`config.mk`:
```
export PLATFORM = sky130hd
export DESIGN_NAME = i2c_master_regfe
export DESIGN_NICKNAME = d
export VERILOG_FILES = /design/src/rtl/i2cfe_pkg.sv /design/src/rtl/i2cfe_decode.sv /design/src/rtl/i2cfe_busport.sv /design/src/rtl/i2c_master_regfe.sv
export SDC_FILE = /design/constraint.sdc
export NUM_CORES = 1
export LEC_CHECK = 0
export BUFFER_PORTS_ARGS = -buffer_cell sky130_fd_sc_hd__buf_2
export CAP_MARGIN = 30
export CORE_MARGIN = 5
export CORE_UTILIZATION = 49
export CTS_CLUSTER_DIAMETER = 40
export CTS_CLUSTER_SIZE = 24
export DETAILED_ROUTE_END_ITERATION = 8
export HOLD_SLACK_MARGIN = 0.06
export PLACE_DENSITY = 0.73
export SYNTH_ARGS = -nofsm -noshare
export SYNTH_HDL_FRONTEND = slang
export SYNTH_HIERARCHICAL = 1
export SYNTH_SLANG_ARGS = --single-unit
export TNS_END_PERCENT = 50
```
`constraint.sdc`:
```
create_clock -name clk -period 4.03 [get_ports clk]
set_input_delay 0.6045 -clock clk [delete_from_list [all_inputs] [get_ports clk]]
set_output_delay 0.6045 -clock clk [all_outputs]
set_load 0.02 [all_outputs]
```
`src/rtl/i2cfe_pkg.sv`:
```
// Package: shared types and field positions for the I2C master register front-end.
// Assumes: byte-wide registers, bit positions fixed by the software interface.
package i2cfe_pkg;

    localparam int NREG = 5;

    // Register indices (offset = index * stride)
    localparam int RG_OWN = 0;
    localparam int RG_DIV = 1;
    localparam int RG_CTL = 2;
    localparam int RG_STA = 3;
    localparam int RG_DAT = 4;

    // Control bits
    localparam int CTL_EN = 7;
    localparam int CTL_IE = 6;
    localparam int CTL_MS = 5;
    localparam int CTL_TX = 4;
    localparam int CTL_RS = 2;

    // Status bits
    localparam int STA_BB = 5;
    localparam int STA_AL = 4;
    localparam int STA_IF = 1;
    localparam int STA_RX = 0;

    localparam logic [7:0] OWN_MASK = 8'hFE;
    localparam logic [7:0] DIV_MASK = 8'h3F;
    localparam logic [7:0] CTL_MASK = 8'hFC;

    typedef enum logic [1:0] {
        OP_START = 2'd0,
        OP_SEND  = 2'd1,
        OP_RECV  = 2'd2,
        OP_END   = 2'd3
    } bus_op_e;

    typedef enum logic [2:0] {
        ST_IDLE   = 3'd0,
        ST_XFER   = 3'd1,
        ST_TAIL   = 3'd2,
        ST_HWREQ  = 3'd3,
        ST_HWWAIT = 3'd4
    } fsm_e;

endpackage

```
`src/rtl/i2cfe_decode.sv`:
```
// Module: one-hot register select from a byte offset.
// Assumes: registers sit at index * STRIDE; any other offset selects nothing.
module i2cfe_decode #(
    parameter int ADDR_W = 5,
    parameter int STRIDE = 4,
    parameter int NSEL   = 5
) (
    input  logic [ADDR_W-1:0] addr,
    output logic [NSEL-1:0]   sel
);

    // One comparator per register offset
    for (genvar i = 0; i < NSEL; i++) begin : g_sel
        localparam int unsigned OFF = i * STRIDE;
        assign sel[i] = (addr == ADDR_W'(OFF));
    end

endmodule

```
`src/rtl/i2cfe_busport.sv`:
```
// Module: request/done handshake toward the transaction-level bus agent.
// Assumes: go is only raised when no request is open, or on the edge that
// closes the current one (back-to-back chaining).
module i2cfe_busport
    import i2cfe_pkg::*;
(
    input  logic    clk,
    input  logic    rst_n,
    input  logic    go,
    input  bus_op_e go_kind,
    input  logic [7:0] go_byte,
    input  logic    op_done,
    output logic    op_req,
    output bus_op_e op_kind,
    output logic [7:0] op_byte,
    output logic    done
);

    logic    req_q;
    bus_op_e kind_q;
    logic [7:0] byte_q;

    // Open a request on go, close it when the agent reports done
    always_ff @(posedge clk) begin
        if (!rst_n) begin
            req_q  <= 1'b0;
            kind_q <= OP_END;
            byte_q <= 8'h00;
        end else if (go) begin
            req_q  <= 1'b1;
            kind_q <= go_kind;
            byte_q <= go_byte;
        end else if (op_done) begin
            req_q  <= 1'b0;
        end
    end

    assign op_req  = req_q;
    assign op_kind = kind_q;
    assign op_byte = byte_q;
    assign done    = req_q & op_done;

    assert_req_hold_R11: assert property (@(posedge clk) disable iff (!rst_n)
        (req_q && !op_done) |=> (req_q && $stable(kind_q) && $stable(byte_q)));

    assert_go_when_free_R11: assert property (@(posedge clk) disable iff (!rst_n)
        go |-> (!req_q || op_done));

endmodule

```
`src/rtl/i2c_master_regfe.sv`:
```
// Module: register front-end of an I2C master. Register accesses drive bus
// transactions (start / send / receive / end) through a request/done port.
// Assumes: one register access in flight; the agent always answers op_req.
module i2c_master_regfe
    import i2cfe_pkg::*;
#(
    parameter int ADDR_W     = 5,
    parameter int DATA_W     = 16,
    parameter int REG_STRIDE = 4
) (
    input  logic              clk,
    input  logic              rst_n,
    input  logic              reg_sel,
    input  logic              reg_wr,
    input  logic [ADDR_W-1:0] reg_addr,
    input  logic [DATA_W-1:0] reg_wdata,
    output logic              reg_rdy,
    output logic              reg_ack,
    output logic [DATA_W-1:0] reg_rdata,
    output logic              irq,
    output logic              op_req,
    output logic [1:0]        op_kind,
    output logic [7:0]        op_byte,
    input  logic              op_done,
    input  logic              op_nack,
    input  logic [7:0]        op_rdata
);

    logic [7:0] own_q, div_q, ctl_q, sta_q, rbuf_q;
    logic       active_q;
    fsm_e       st_q;
    bus_op_e    pend_q;
    logic       ack_q;
    logic [DATA_W-1:0] rdata_q;

    logic [NREG-1:0] sel;
    logic       accept, soft_rst, need_end, bp_done;
    logic [7:0] wr_b, rd_val;
    logic       go;
    bus_op_e    go_kind;
    logic [7:0] go_byte;
    bus_op_e    bp_kind;
    logic       unused_wdata_hi;

    assign wr_b            = reg_wdata[7:0];
    assign unused_wdata_hi = ^reg_wdata[DATA_W-1:8];
    assign reg_rdy         = (st_q == ST_IDLE);
    assign accept          = reg_sel & reg_rdy;
    assign soft_rst        = ctl_q[CTL_EN] & ~wr_b[CTL_EN];
    assign need_end        = active_q & (~wr_b[CTL_MS] | wr_b[CTL_RS]);

    i2cfe_decode #(.ADDR_W(ADDR_W), .STRIDE(REG_STRIDE), .NSEL(NREG)) u_dec (
        .addr (reg_addr),
        .sel  (sel)
    );

    // Read value of the addressed register; unmapped offsets give 0
    always_comb begin
        rd_val = 8'h00;
        if (sel[RG_OWN]) rd_val = own_q;
        if (sel[RG_DIV]) rd_val = div_q;
        if (sel[RG_CTL]) rd_val = ctl_q;
        if (sel[RG_STA]) rd_val = sta_q;
        if (sel[RG_DAT]) rd_val = rbuf_q;
    end

    // Decide whether this cycle launches a bus operation, and which
    always_comb begin
        go      = 1'b0;
        go_kind = OP_END;
        go_byte = 8'h00;
        if (st_q == ST_HWREQ) begin
            go = 1'b1;
        end else if (st_q == ST_XFER && bp_done && pend_q == OP_SEND && op_nack) begin
            go = 1'b1;
        end else if (accept && reg_wr && sel[RG_DAT]) begin
            if (ctl_q[CTL_EN] && ctl_q[CTL_MS]) begin
                go      = 1'b1;
                go_kind = active_q ? OP_SEND : OP_START;
                go_byte = wr_b;
            end
        end else if (accept && !reg_wr && sel[RG_DAT]) begin
            if (ctl_q[CTL_MS] && active_q && !ctl_q[CTL_TX]) begin
                go      = 1'b1;
                go_kind = OP_RECV;
            end
        end else if (accept && reg_wr && sel[RG_CTL]) begin
            go = soft_rst ? active_q : need_end;
        end
    end

    i2cfe_busport u_bp (
        .clk     (clk),
        .rst_n   (rst_n),
        .go      (go),
        .go_kind (go_kind),
        .go_byte (go_byte),
        .op_done (op_done),
        .op_req  (op_req),
        .op_kind (bp_kind),
        .op_byte (op_byte),
        .done    (bp_done)
    );

    assign op_kind   = bp_kind;
    assign reg_ack   = ack_q;
    assign reg_rdata = rdata_q;
    assign irq       = sta_q[STA_IF] & ctl_q[CTL_IE];

    // Register state, address state and access sequencing
    always_ff @(posedge clk) begin
        if (!rst_n) begin
            own_q    <= 8'h00;
            div_q    <= 8'h00;
            ctl_q    <= 8'h00;
            sta_q    <= 8'h00;
            rbuf_q   <= 8'h00;
            active_q <= 1'b0;
            ack_q    <= 1'b0;
            rdata_q  <= '0;
            pend_q   <= OP_END;
            st_q     <= (active_q || st_q == ST_HWREQ || st_q == ST_HWWAIT)
                        ? ST_HWREQ : ST_IDLE;
        end else begin
            ack_q <= 1'b0;
            case (st_q)
                ST_IDLE: begin
                    if (accept) begin
                        rdata_q <= DATA_W'(rd_val);
                        if (go) begin
                            pend_q <= go_kind;
                            st_q   <= ST_XFER;
                        end else begin
                            ack_q <= 1'b1;
                        end
                        if (reg_wr) begin
                            if (sel[RG_OWN]) own_q <= wr_b & OWN_MASK;
                            if (sel[RG_DIV]) div_q <= wr_b & DIV_MASK;
                            if (sel[RG_CTL]) begin
                                if (soft_rst) begin
                                    div_q    <= 8'h00;
                                    ctl_q    <= 8'h00;
                                    sta_q    <= 8'h00;
                                    rbuf_q   <= 8'h00;
                                    active_q <= 1'b0;
                                end else begin
                                    ctl_q <= (wr_b & CTL_MASK) &
                                             ~((active_q && wr_b[CTL_RS]) ? (8'h01 << CTL_RS) : 8'h00);
                                    sta_q[STA_BB] <= wr_b[CTL_MS];
                                    if (need_end) active_q <= 1'b0;
                                end
                            end
                            if (sel[RG_STA]) begin
                                if (!wr_b[STA_IF]) sta_q[STA_IF] <= 1'b0;
                                if (!wr_b[STA_AL]) sta_q[STA_AL] <= 1'b0;
                            end
                        end else if (sel[RG_DAT] && ctl_q[CTL_MS] &&
                                     !(active_q && !ctl_q[CTL_TX])) begin
                            rbuf_q <= 8'hFF;
                        end
                    end
                end
                ST_XFER: begin
                    if (bp_done) begin
                        st_q  <= ST_IDLE;
                        ack_q <= 1'b1;
                        case (pend_q)
                            OP_START: begin
                                if (op_nack) begin
                                    sta_q[STA_RX] <= 1'b1;
                                end else begin
                                    active_q      <= 1'b1;
                                    sta_q[STA_RX] <= 1'b0;
                                    if (ctl_q[CTL_EN]) sta_q[STA_IF] <= 1'b1;
                                end
                            end
                            OP_SEND: begin
                                if (op_nack) begin
                                    sta_q[STA_RX] <= 1'b1;
                                    active_q      <= 1'b0;
                                    st_q          <= ST_TAIL;
                                    ack_q         <= 1'b0;
                                end else begin
                                    sta_q[STA_RX] <= 1'b0;
                                    if (ctl_q[CTL_EN]) sta_q[STA_IF] <= 1'b1;
                                end
                            end
                            OP_RECV: begin
                                rbuf_q <= op_rdata;
                                if (ctl_q[CTL_EN]) sta_q[STA_IF] <= 1'b1;
                            end
                            default: ;
                        endcase
                    end
                end
                ST_TAIL: begin
                    if (bp_done) begin
                        st_q  <= ST_IDLE;
                        ack_q <= 1'b1;
                    end
                end
                ST_HWREQ:  st_q <= ST_HWWAIT;
                ST_HWWAIT: if (bp_done) st_q <= ST_IDLE;
                default:   st_q <= ST_IDLE;
            endcase
        end
    end

    assert_rdy_closed_R11: assert property (@(posedge clk) disable iff (!rst_n)
        op_req |-> !reg_rdy);

    assert_busy_tracks_master_R4: assert property (@(posedge clk) disable iff (!rst_n)
        (accept && reg_wr && sel[RG_CTL] && !soft_rst) |=> (sta_q[STA_BB] == ctl_q[CTL_MS]));

    assert_rsta_self_clear_R5: assert property (@(posedge clk) disable iff (!rst_n)
        (accept && reg_wr && sel[RG_CTL] && !soft_rst && active_q && wr_b[CTL_RS])
        |=> (!ctl_q[CTL_RS] && !active_q));

    assert_soft_keeps_own_R3: assert property (@(posedge clk) disable iff (!rst_n)
        (accept && reg_wr && sel[RG_CTL] && soft_rst)
        |=> (own_q == $past(own_q) && ctl_q == 8'h00 && sta_q == 8'h00));

    assert_flag_needs_enable_R9: assert property (@(posedge clk) disable iff (!rst_n)
        $rose(sta_q[STA_IF]) |-> ctl_q[CTL_EN]);

endmodule

```
==> results by group, run 1 <==
Critical path
  – Crit path kind: reg -> reg
  – Reg2Reg Capture Point: u_bp/op_kind[0]
  – Largest stage delay on the critical path: about 0.85 ns
  – Critical path capture point type: register
  – Worst Path Max Fanout: 15
  – Slowest CP cell: or4b_1
  – Worst R2R Start: st_q[2]
  – Req. time, crit path: roughly 4.2 ns
  – Kind of cell adding the most delay to the critical path: simple AND/OR/NAND/NOR gates
  – Arrival time worst endpoint: approximately 3.2 ns
  – Worst Setup EP: u_bp/op_kind[0]
  – Stages on worst setup path: 6
  – R2r setup slk: approximately 1.1 ns
  – CP Launch Point: st_q[2]
  – CP Launch Type: register
  – Cell Chain, Critical Path: or4b_1, nor3_4, inv_1, nand3_1, mux2i_1, nand2_1
  – Crit path buf inv count: 1
  – Worst reg2reg path depth: 6

Routing
  – Vias: approximately 2.8k
  – Antenna Violating Nets Remaining: 0
  – DRT iter0 DRCs: roughly 220
  – DRC: 0
  – Vias/cell: between 5 and 6
  – Pre-Repair DR Iteration Count: 4
  – Routed WL: roughly 7600 microns
  – Avg WL per Cell: about 15 microns

STA
  – Rel. slew slack: roughly two fifths
  – Period utilization: roughly 73%
  – Worst slew pin tran: just under 0.9 ns
  – Max Clock Skew: 0.007434 ns
  – Final setup viols: 0
  – Achievable Freq: between 300 and 400 MHz
  – Final Max Tran Viols: 0
  – Final min period: around 3 ns
  – Hold_ws: ~0.44 ns
  – Hold Vio Cnt, Final: 0
  – Post-route setup TNS: 0 ns
  – RSZ-0062 raised after global routing: false

Yosys
  – Async SR Flop Fraction: 0%
  – Avg Cell Area, Syn: 8.151 sq um
  – Yosys warning count: 6
  – Number of flops mapped to enable cells by yosys: 3
  – Ranking of synthesized cells by area: dfxtp_1 37%, a21oi_1 7.3%, nand2_1 5.9%, o21ai_0 4.8%, mux2i_1 4.3%
  – Post-synth top area share: between 30% and 40%
  – Post-synth top area cell: dfxtp_1
  – Synth Flop Type: dfxtp_1
  – Syn Std Cell Area: ~0.003 sq mm
  – Mapped Cells: roughly 370
  – Cell variety after synth: approximately 50
  – #FFs+latches synth: a little under 60
  – Seq/Total Area, Yosys: 39.60%

Cells and area
  – Layout net count: 445
  – # fillers: 567
  – Commonest non-fill, non-tap cell in the layout: dfxtp_1
  – Fraction of layout cells with a size suffix above 1: between 10% and 20%
  – Commonest cells after routing, fill and taps aside: 55 x dfxtp_1, 48 x buf_2, 47 x nand2_1, 44 x a21oi_1, 29 x o21ai_0
  – Area Overhead vs Synth: 15.56%
  – Inserted Diodes: 0

Placed design
  – Post-DP HPWL: about 5300 microns
  – Routability congestion estimate: between 0.8 and 0.9
  – Port Buffers: 48

CTS
  – Maximum clock path buffer count: 2
  – Clk_lat worst skew: 0.34 ns
  – Post-cts resize count: 0
  – Root Buffer: clkbuf_8
  – # H-tree levels: 3
  – Inserted Clock Buffers: 9
  – CTS Hold Buffers Added: 0
  – Clock sink count: 58
  – CTS tree: yes
  – Post-CTS Setup Inserts: 0
  – Clock transition at path regs: 0.07 ns

Floorplan
  – Die Area: slightly below 0.008 sq mm
  – Die width: ~88 microns
  – Chip Height: 88.35 microns
  – Ports: 65
  – Site Rows: 28
  – Core ar.: between 0.005 and 0.006 sq mm
  – Starting Density: between 50% and 60%

Power
  – Internal Power: 1.172 mW
  – Max IR drop VDD: between 0.0003 and 0.0004 V
  – Seq pwr share: 40.8%
  – Leakage: approximately 1.3 nW
  – Ratio of total power to cell area: ~510 mW/mm^2
  – Sw frac: between 30% and 40%
  – NetSw: roughly 0.59 mW
  – Combinational Power Share: about a quarter
  – Clock power share: 33.5%

Run status
  – Status: complete, no violations

Global route
  – Vias in the first global route: around 2.7k
  – First-pass GRT wire length: approximately 13000 microns
  – GR Overflow Total: 0
  – Overall routing resource usage: a little over a fifth
  – Largest net degree at the start of global routing: 47
  – Initial antenna violation count: 0

Hold path
  – HP Class: reg -> reg

Flow run
  – Max Cap Viol: 0
[worst min-delay path: cells and delay by family (launching register included)]
kind            cells  cell delay (ns)
flops               1             0.32
simple gates        1             0.05
compound gates      1             0.03
[per-stage QoR]
step | util (%) | setup WS (ns) | instance area [sq um] | power [mW] | cells
after floorplan | - | 1.506 | 3034 | 1.078 | 376
after global placement | 54.60 | 0.9524 | 3252 | 1.178 | 474
after detailed placement | 54.60 | 0.9206 | 3252 | 1.185 | 474
after CTS | 58.36 | 1.072 | 3476 | 1.777 | 490
after global routing | 58.36 | 0.8506 | 3476 | 1.862 | 490
final | 58.36 | 1.081 | 3476 | 1.763 | 490
[synth_stat cells (3+ instances only)]
| cell type | instances |
|---|---|
| and2_1 | 13 |
| a31oi_1 | 6 |
| buf_2 | 6 |
| o21ai_0 | 29 |
| nand3b_1 | 5 |
| a21oi_1 | 44 |
| nor2b_1 | 13 |
| buf_4 | 8 |
| nand2b_1 | 5 |
| nand2_1 | 47 |
| nor3_1 | 6 |
| inv_1 | 11 |
| a22o_1 | 7 |
| and3_1 | 3 |
| nand3_1 | 17 |
| nor2_1 | 13 |
| o31ai_1 | 3 |
| dfxtp_1 | 55 |
| a311oi_1 | 8 |
| o21a_1 | 3 |
| edfxtp_1 | 3 |
| mux2i_1 | 13 |
| clkbuf_1 | 17 |
[sequential cells by signal (all words and copies together), names as in the netlist]
register and count:
active_q 1, sta_q 3, div_q 8, u_bp/op_byte 8, ctl_q 6, reg_rdata 8
reg_ack 1, rbuf_q 8, own_q 7, u_bp/op_kind 2, pend_q 2, st_q 3
u_bp/op_req 1
[layer usage]
metal | wire length (microns) | GRT usage, %
met1 | 3473 | 29.20
met2 | 3243 | 30.66
met3 | 648 | 4.097
met4 | 212 | 10.71
met5 | 0 | 0
[worst min-delay path by stage]
stage,depth (start not counted),end,slack (ns),start
after floorplan,2,sta_q[4],0.41,sta_q[4]
after global placement,2,sta_q[4],0.42,sta_q[4]
after detailed placement,2,sta_q[4],0.43,sta_q[4]
after CTS,2,sta_q[4],0.44,sta_q[4]
after global routing,2,sta_q[4],0.45,sta_q[4]
final,2,sta_q[4],0.44,sta_q[4]
[power by group through the flow]
stage          logic [mW]  clock network, mW  registers [mW]
2_1_floorplan       0.363                  0           0.715
3_3_place_gp        0.448                  0           0.730
3_5_place_dp        0.454                  0           0.731
4_1_cts             0.455              0.603           0.719
5_1_grt             0.503              0.629           0.731
6_report            0.454              0.590           0.719
[layout make-up]
type | count | area, sq um | area share [%]
multi-input combinational | 274 | 1625 | 46.76
sequential | 58 | 1191 | 34.27
timing repair buffer | 56 | 300.3 | 8.639
clock buffer | 13 | 180.2 | 5.184
tap | 75 | 93.84 | 2.700
clock inverter | 3 | 43.79 | 1.260
inverter | 11 | 41.29 | 1.188
[cell families (layout without fill, tap and decap cells)]
group           after synthesis  count (layout)  synth area share (%)
other cells                   1               8                0.1247
flops                        58              58                 39.60
xor+xnor                      1               1                0.2912
mux                          13              13                 4.326
compound gates              118             118                 24.92
simple gates                134             134                 23.50
buf+inv                      44              83                 7.238
Note: power is estimated with default switching activity, not from simulation.
==> run 2: changes to the inputs <==
Clock period 4.03 ns to 3 ns, I/O delays scaled along.
==> results by group, run 2 (same netlist as run 1, synthesis figures left out) <==
Run status
  – Status: complete, no violations

Power
  – Seq pwr share: between 30 and 40%
  – Combinational Power Share: 30.2%
  – Sw frac: around a third
  – Ratio of total power to cell area: between 600 and 700 mW/mm^2
  – Max IR drop VDD: roughly 0.00039 V
  – Clock power share: about 33%
  – Leakage: ~1.3 nW
  – NetSw: a little over 0.8 mW
  – Internal Power: between 1.5 and 2 mW

CTS
  – # H-tree levels: 3
  – Inserted Clock Buffers: 9
  – Clk_lat worst skew: around 0.34 ns
  – CTS Hold Buffers Added: 0
  – Clock sink count: between 50 and 60
  – Root Buffer: clkbuf_8
  – Maximum clock path buffer count: 2
  – Post-CTS Setup Inserts: 0
  – Post-cts resize count: 0
  – CTS tree: yes
  – Clock transition at path regs: ~0.07 ns

Critical path
  – Cell mode on critical path: buf_4
  – Worst reg2reg path depth: 8
  – Arrival time worst endpoint: approximately 2.5 ns
  – Critical path capture point type: register
  – Req. time, crit path: 3.22 ns
  – Cell Chain, Critical Path: buf_4, or4b_1, nor3_4, inv_1, nand3_1, buf_4, mux2i_1, nand2_1
  – Crit path kind: reg -> reg
  – Worst Path Max Fanout: 14
  – Largest stage delay on the critical path: around 0.6 ns
  – CP Launch Type: register
  – Slowest CP cell: or4b_1

Global route
  – Vias in the first global route: between 2k and 3k
  – Initial antenna violation count: 0
  – First-pass GRT wire length: between 10000 and 15000 microns
  – GR Overflow Total: 0
  – Largest net degree at the start of global routing: 29
  – Overall routing resource usage: 20.99%

Placed design
  – Port Buffers: 48
  – Post-DP HPWL: 5370 microns
  – Routability congestion estimate: between 0.8 and 0.9
  – Dpl cells: 480

Cells and area
  – Commonest cells after routing, fill and taps aside: 55 x dfxtp_1, 48 x buf_2, 47 x nand2_1, 44 x a21oi_1, 29 x o21ai_0
  – Inserted Diodes: 0
  – Area of the multi-input gates: roughly 0.0016 sq mm
  – Seq. cell area: 0.001191 sq mm
  – Commonest non-fill, non-tap cell in the layout: dfxtp_1
  – Layout net count: approximately 450
  – Fraction of layout cells with a size suffix above 1: just over 20%
  – # fillers: around 560
  – Non-filler cells, final: 496
  – Layout Utilization: around three fifths
  – Area Overhead vs Synth: 17.06%

Floorplan
  – Starting Density: approximately half
  – Ports: 65
  – Core ar.: 0.005956 sq mm
  – Die width: between 80 and 90 microns
  – Die Area: slightly below 0.008 sq mm
  – Chip Height: just under 90 microns
  – Site Rows: 28

Routing
  – Vias: ~2.8k
  – DRC: 0
  – Antenna Violating Nets Remaining: 0
  – Pre-Repair DR Iteration Count: 5
  – DRT iter0 DRCs: between 200 and 300
  – Routed WL: a little under 8000 microns
  – Avg WL per Cell: 15.52 microns
  – Vias/cell: roughly 5.7

STA
  – Rel. slew slack: between 50% and 60%
  – Achievable Freq: roughly 440 MHz
  – Final setup viols: 0
  – Worst slew pin tran: ~0.69 ns
  – Hold_ws: 0.3757 ns
  – Max Clock Skew: approximately 0.008 ns
  – Hold Vio Cnt, Final: 0
  – Final min period: 2.283 ns
  – Post-route setup TNS: 0 ns
  – RSZ-0062 raised after global routing: false
  – Period utilization: between 70% and 80%
  – Final Max Tran Viols: 0

Hold path
  – HP Class: in -> reg
  – Hold depth: 2

Flow run
  – Max Cap Viol: 0
-- run 2: power by group through the flow --
stage | combinational, mW | sequential [mW] | clock [mW]
detailed placement | 0.724 | 0.911 | 0
finish | 0.730 | 0.895 | 0.795
global route | 0.798 | 0.903 | 0.853
floorplan | 0.488 | 0.961 | 0
global placement | 0.716 | 0.909 | 0
CTS | 0.726 | 0.894 | 0.806
-- run 2: layer usage --
layer  global-route usage, %  part of all wire, %  wire [microns]
met5                       0                    0               0
met4                   10.30                  2.2             172
met3                   4.655                  7.2             551
met2                   29.64                   43            3289
met1                   30.02                   48            3686
-- run 2: area by class of cell --
cell class              instances  share of cell area [%]
clock buffers                  13                   5.117
clock inverters                 3                   1.244
inverters                      11                   1.173
multi-input cells             274                   46.16
flip-flops and latches         58                   33.83
well taps                      75                   2.665
repair buffers                 62                   9.808
-- run 2: worst max-delay path: cells and delay by family (launching register included) --
kind | cells | cell delay, ns
buffers and inverters | 3 | 0.54
DFF | 1 | 0.35
muxes | 1 | 0.20
and+or+nand+nor | 4 | 1.07
-- run 2: through the flow --
stage / setup slack (ns) / power (mW) / instance area, sq um
after floorplan: 0.6307 / 1.448 / 3034
after global placement: 0.4248 / 1.625 / 3297
after detailed placement: 0.4120 / 1.634 / 3297
after CTS: 0.7164 / 2.427 / 3521
after global routing: 0.5007 / 2.554 / 3521
final: 0.7167 / 2.419 / 3521
-- run 2: final timing paths --
path                start              end  slack (ns)
max               st_q[0]  u_bp/op_kind[0]        0.72
min reg2reg      sta_q[4]         sta_q[4]        0.46
min          reg_wdata[0]         div_q[0]        0.38
max reg2reg       st_q[0]  u_bp/op_kind[0]        0.72
